`src/rtl/pair_pkg.sv`:
```
package pair_pkg;

  typedef enum logic [2:0] {
    CLS_ALU     = 3'd0,
    CLS_BRANCH  = 3'd1,
    CLS_MEMWR   = 3'd2,
    CLS_STACK   = 3'd3,
    CLS_STKIMM  = 3'd4,
    CLS_COMPLEX = 3'd5
  } icls_e;

  // classes that implicitly read and write the stack pointer
  function automatic logic touches_sp(input icls_e c);
    return (c == CLS_STACK) || (c == CLS_STKIMM);
  endfunction

endpackage

```
`src/rtl/pair_hazard.sv`:
```
module pair_hazard
  import pair_pkg::*;
#(
  parameter int REG_W  = 3,
  parameter int SP_IDX = 4
) (
  input  icls_e            o_cls,
  input  logic [REG_W-1:0] o_dst,
  input  icls_e            y_cls,
  input  logic [REG_W-1:0] y_dst,
  input  logic [REG_W-1:0] y_sa,
  input  logic [REG_W-1:0] y_sb,
  output logic             raw_gp,
  output logic             waw_gp,
  output logic             sp_dep,
  output logic             sp_exempt
);
  localparam logic [REG_W-1:0] SP_L = REG_W'(SP_IDX);

  // a general register write that another field names
  function automatic logic gp_hit(input logic [REG_W-1:0] w, input logic [REG_W-1:0] r);
    return (w != '0) && (w != SP_L) && (w == r);
  endfunction

  logic o_wr_sp, y_rd_sp, y_wr_sp;

  always_comb begin
    raw_gp    = gp_hit(o_dst, y_sa) || gp_hit(o_dst, y_sb);
    waw_gp    = gp_hit(o_dst, y_dst);
    o_wr_sp   = touches_sp(o_cls) || (o_dst == SP_L);
    y_rd_sp   = touches_sp(y_cls) || (y_sa == SP_L) || (y_sb == SP_L);
    y_wr_sp   = touches_sp(y_cls) || (y_dst == SP_L);
    sp_dep    = o_wr_sp && (y_rd_sp || y_wr_sp);
    sp_exempt = (o_cls == CLS_STACK) && (y_cls != CLS_STKIMM);
  end
endmodule

```
`src/rtl/pair_gate.sv`:
```
module pair_gate
  import pair_pkg::*;
(
  input  icls_e o_cls,
  input  icls_e y_cls,
  output logic  blk_branch,
  output logic  blk_complex
);
  always_comb begin
    blk_branch  = (o_cls == CLS_BRANCH);
    blk_complex = (o_cls == CLS_COMPLEX) || (y_cls == CLS_COMPLEX);
  end
endmodule

```
`src/rtl/pair_issue_check.sv`:
```
module pair_issue_check
  import pair_pkg::*;
#(
  parameter int REG_W  = 3,
  parameter int SP_IDX = 4
) (
  input  logic             clk,
  input  logic             rst_n,
  input  logic             old_vld,
  input  logic [2:0]       old_cls,
  input  logic [REG_W-1:0] old_dst,
  input  logic [REG_W-1:0] old_srca,
  input  logic [REG_W-1:0] old_srcb,
  input  logic             old_flg_rd,
  input  logic             old_flg_wr,
  input  logic             old_cache,
  input  logic             yng_vld,
  input  logic [2:0]       yng_cls,
  input  logic [REG_W-1:0] yng_dst,
  input  logic [REG_W-1:0] yng_srca,
  input  logic [REG_W-1:0] yng_srcb,
  input  logic             yng_flg_rd,
  input  logic             yng_flg_wr,
  input  logic             yng_cache,
  output logic             pair_o,
  output logic             u_issue_o,
  output logic             v_issue_o,
  output logic [1:0]       consume_o
);
  icls_e oc, yc;
  assign oc = icls_e'(old_cls);
  assign yc = icls_e'(yng_cls);

  logic raw_gp, waw_gp, sp_dep, sp_exempt, blk_branch, blk_complex;
  logic both_vld, sp_block, any_block, pair_d;

  pair_hazard #(.REG_W(REG_W), .SP_IDX(SP_IDX)) u_haz (
    .o_cls(oc), .o_dst(old_dst),
    .y_cls(yc), .y_dst(yng_dst), .y_sa(yng_srca), .y_sb(yng_srcb),
    .raw_gp(raw_gp), .waw_gp(waw_gp), .sp_dep(sp_dep), .sp_exempt(sp_exempt)
  );

  pair_gate u_gate (
    .o_cls(oc), .y_cls(yc),
    .blk_branch(blk_branch), .blk_complex(blk_complex)
  );

  always_comb begin
    both_vld  = old_vld && yng_vld;
    sp_block  = sp_dep && !sp_exempt;
    any_block = blk_branch || blk_complex || raw_gp || waw_gp || sp_block;
    pair_d    = both_vld && !any_block;
  end

  always_ff @(posedge clk or negedge rst_n) begin
    if (!rst_n) begin
      pair_o    <= 1'b0;
      u_issue_o <= 1'b0;
      v_issue_o <= 1'b0;
      consume_o <= 2'd0;
    end else begin
      pair_o    <= pair_d;
      u_issue_o <= old_vld;
      v_issue_o <= pair_d;
      consume_o <= pair_d ? 2'd2 : {1'b0, old_vld};
    end
  end

  AST_V_NEEDS_U: assert property (@(posedge clk) disable iff (!rst_n)
    v_issue_o |-> u_issue_o);
  AST_PAIR_TWO: assert property (@(posedge clk) disable iff (!rst_n)
    pair_o |-> (consume_o == 2'd2 && v_issue_o));
  AST_RAW_REFUSE: assert property (@(posedge clk) disable iff (!rst_n)
    raw_gp |=> !pair_o);
  AST_WAW_REFUSE: assert property (@(posedge clk) disable iff (!rst_n)
    waw_gp |=> !pair_o);
  AST_OLD_BRANCH: assert property (@(posedge clk) disable iff (!rst_n)
    (old_vld && oc == CLS_BRANCH) |=> !pair_o);
  AST_COMPLEX: assert property (@(posedge clk) disable iff (!rst_n)
    blk_complex |=> !pair_o);
  AST_FLAG_FREE: assert property (@(posedge clk) disable iff (!rst_n)
    (both_vld && !any_block && (old_flg_wr || old_flg_rd) && (yng_flg_rd || yng_flg_wr)) |=> pair_o);
  AST_CACHE_FREE: assert property (@(posedge clk) disable iff (!rst_n)
    (both_vld && !any_block && old_cache && yng_cache) |=> pair_o);
  AST_SP_UNFORGIVEN: assert property (@(posedge clk) disable iff (!rst_n)
    (sp_dep && (oc == CLS_STKIMM || yc == CLS_STKIMM)) |=> !pair_o);
endmodule

```
`config.mk`:
```
export PLATFORM = sky130hd
export DESIGN_NAME = pair_issue_check
export DESIGN_NICKNAME = d
export VERILOG_FILES = /design/src/rtl/pair_pkg.sv /design/src/rtl/pair_hazard.sv /design/src/rtl/pair_gate.sv /design/src/rtl/pair_issue_check.sv
export SDC_FILE = /design/constraint.sdc
export NUM_CORES = 1
export LEC_CHECK = 0
export BUFFER_PORTS_ARGS = -buffer_cell sky130_fd_sc_hd__buf_2
export CAP_MARGIN = 20
export CORE_AREA = 2 2 39 41
export CTS_CLUSTER_SIZE = 40
export DETAILED_ROUTE_END_ITERATION = 12
export DIE_AREA = 0 0 41 43
export PLACE_DENSITY = 0.71
export RECOVER_POWER = 100
export SLEW_MARGIN = 40
export SYNTH_ARGS = -nofsm -noshare
export SYNTH_HDL_FRONTEND = slang
export SYNTH_SLANG_ARGS = --single-unit
```
`constraint.sdc`:
```
create_clock -name clk -period 0.8 [get_ports clk]
set_input_delay 0.04 -clock clk [delete_from_list [all_inputs] [get_ports clk]]
set_output_delay 0.04 -clock clk [all_outputs]
set_load 0.02 [all_outputs]
```
==> results.py <==
metrics = {
    "run_status": {
        "status": "finished with violations",
        "failed_checks": "setup timing",
    },
    "setup_path": {
        "crit_slowest_cell": "a41o_2",
        "cp-end-kind": "flop",
        "critPathMaxStageDelay_ns": 0.30,
        "required_ns": 0.97,
        "arrival_ns": 1.01,
        "worstPathCellList": "buf_6 -> xnor2_4 -> nand3_2 -> a41o_2 -> a31oi_4 -> o21a_1",
        "path_class": "in2reg",
        "worst-path-buf-inv": 1,
        "crit_path_start_kind": "input pin",
        "crit_family": "compound AO/OA/AOI/OAI gates",
        "path_max_fanout": 2,
    },
    "timing": {
        "setup-violations-final": 5,
        "slew_viol_final": 0,
        "maxSlewHeadroom_pct": 82.2,
        "worst_pin_slew_ns": 0.266,
        "min_period_over_period_pct": 105,
        "fin_crit_ns": 0.838,
        "report.final.hold_viol_count": 0,
        "rsz0062_at_grt": "true",
        "final.setup.worst_slack_ns": -0.0384,
        "holdWs_ns": 0.0587,
        "tns_ns": -0.116,
        "fmaxAchievable_ghz": 1.19,
    },
    "power": {
        "powerDensity_nw_per_um2": 1060,
        "irDropWorstVdd_mv": 0.452,
        "power.leakage_nw": 0.378,
    },
    "clock_network": {
        "cts_buffers": 3,
        "path_clk_slew_ns": 0.04,
        "root_buffer": "clkbuf_4",
        "ctsHtreeMaxLevel": 1,
        "clock_sinks": 3,
        "cts_buffer_depth": 2,
        "cts_tree": "done",
    },
    "job": {
        "maxCapViolCount": 0,
    },
    "synthesis": {
        "syn_avg_cell_area_um2": 8.21,
        "async_flop_share_pct": 100,
        "yosys.area.top_type_share_pct": 23.4,
        "synth.distinct_cells": 19,
        "syn_area_um2": 320,
        "synth_ff_type": "dfrtp_1",
        "syn-instance-count": 39,
        "synth_nets": 73,
        "yosys_warnings": 0,
        "yosysSeqAreaShare_pct": 23.4,
        "synth_top_area_cell": "dfrtp_1",
        "synth_commonest_cells": "xnor2_1, nor2_1, dfrtp_1, nand3_1",
        "synth_edf_count": 0,
        "synth_most_common_cell": "xnor2_1",
        "ys_top_cells_by_area": "dfrtp_1, xnor2_1, nor2_1, nand3_1, buf_4",
        "ys_ff_latch": 3,
    },
    "grt": {
        "grt_usage_pct": 13.8,
        "antenna_found_initial": 0,
        "overflow": 0,
        "grt_pass1_vias": 459,
        "grt_max_degree": 5,
        "grt_pass1_wl_um": 1700,
    },
    "routing": {
        "vias_per_cell": 4.54,
        "dr.pass1.iters": 2,
        "num_vias": 431,
        "drt_iter0_markers": 1,
        "postRouteAntennaNets": 0,
        "wl_per_cell_um": 12.7,
        "routed_wl_um": 1200,
        "route.detailed.drc": 0,
    },
    "cells_and_area": {
        "syn2layout_area_growth_pct": 157,
        "final_util_pct": 59.4,
        "nets": 114,
        "final_cell_count_no_fill": 95,
        "drive_above_1_share_pct": 69.6,
        "diodes": 0,
    },
    "placed_design": {
        "io_buffer_count": 26,
        "dp.cells": 89,
        "place_ws_ns": -0.350,
        "place_congestion": 0.793,
    },
    "floorplanning": {
        "die-area_um2": 1760,
        "rows": 14,
        "dieWidth_um": 41,
        "die_y_um": 43,
        "core-area_um2": 1380,
        "start_util_pct": 23.1,
        "ios": 39,
    },
    "worst_hold_path": {
        "hp-class": "in2reg",
    },
}
==> kinds of logic after synthesis <==
logic type,share of synthesized area [%]
and+or+nand+nor,19.9
AOI/OAI and AO/OA,24.6
xor gates and xnor gates,21.9
buffers and inverters,7.03
DFF,23.4
muxes,3.13
==> what timing repair did <==
action,in CTS,in global routing
cloned,0,0
hold endpoints to repair,3,0
hold buffers,1,0
setup endpoints to repair,5,6
pin swaps,13,11
gates resized for setup,26,21
buffers inserted,1,0
==> cell type report <==
type	instances	area, um^2
Clock buffer	4	26.3
Multi-Input combinational cell	32	359
Fill cell	115	562
Inverter	2	7.51
Timing Repair Buffer	38	334
Sequential cell	3	75.1
Tap cell	16	20.0
==> per-layer routing <==
| metal | up-vias | wire (um) | GRT usage, % |
|---|---|---|---|
| met1 | 193 | 439 | 13.1 |
| met3 | 4 | 54 | 2.09 |
| met4 | 0 | 34 | 6.00 |
| li1 | 217 | - | - |
| met2 | 17 | 673 | 26.3 |
| met5 | - | 0 | 0 |
==> power by group <==
| part | switching (mW) | internal, mW |
|---|---|---|
| Clock | 0.0736 | 0.187 |
| Sequential | 0.00519 | 0.162 |
| Combinational | 0.177 | 0.266 |
| Total | 0.256 | 0.615 |
==> metrics by stage <==
stage | power (mW) | area [um^2]
after floorplan | 0.296 | 320
after global placement | 0.427 | 531
after detailed placement | 0.434 | 531
after CTS | 0.788 | 704
after global routing | 0.933 | 822
final | 0.871 | 822
==> path summary, 6_finish.rpt <==
path	slack, ns	cells past startpoint	endpoint	from
setup / recovery	-0.04	6	consume_o[0]$_DFF_PN0_	yng_srcb[0]
hold / removal	0.06	2	u_issue_o$_DFF_PN0_	old_vld
max in group asynchronous	0.50	2	consume_o[0]$_DFF_PN0_	rst_n
min in group asynchronous	0.15	2	u_issue_o$_DFF_PN0_	rst_n
==> state kept, by name, summed over array words and instances (netlist names) <==
signal,flops
consume_o,2
u_issue_o,1
==> cell usage in the layout, fill, tap and decap left out <==
cell type and count:
buf_8 3, xnor2_4 4, inv_1 2, nor2_2 1, dlygate4sd3_1 1, a41o_2 1, mux2i_1 1, o21a_1 1
buf_6 10, a31oi_4 1, a2bb2oi_2 1, o211ai_1 2, nor2_1 6, nor2b_4 1, nand3_2 2, clkbuf_1 2
dfrtp_1 3, nand3_1 1, xnor2_1 2, buf_4 12, clkbuf_4 4, nand2_1 1, buf_2 8, xnor2_2 2
clkbuf_2 1, nand2_2 1, buf_12 1, nand2b_1 1, a221o_1 1, a22oi_2 2
No activity file was read; power rests on OpenSTA's default activity.
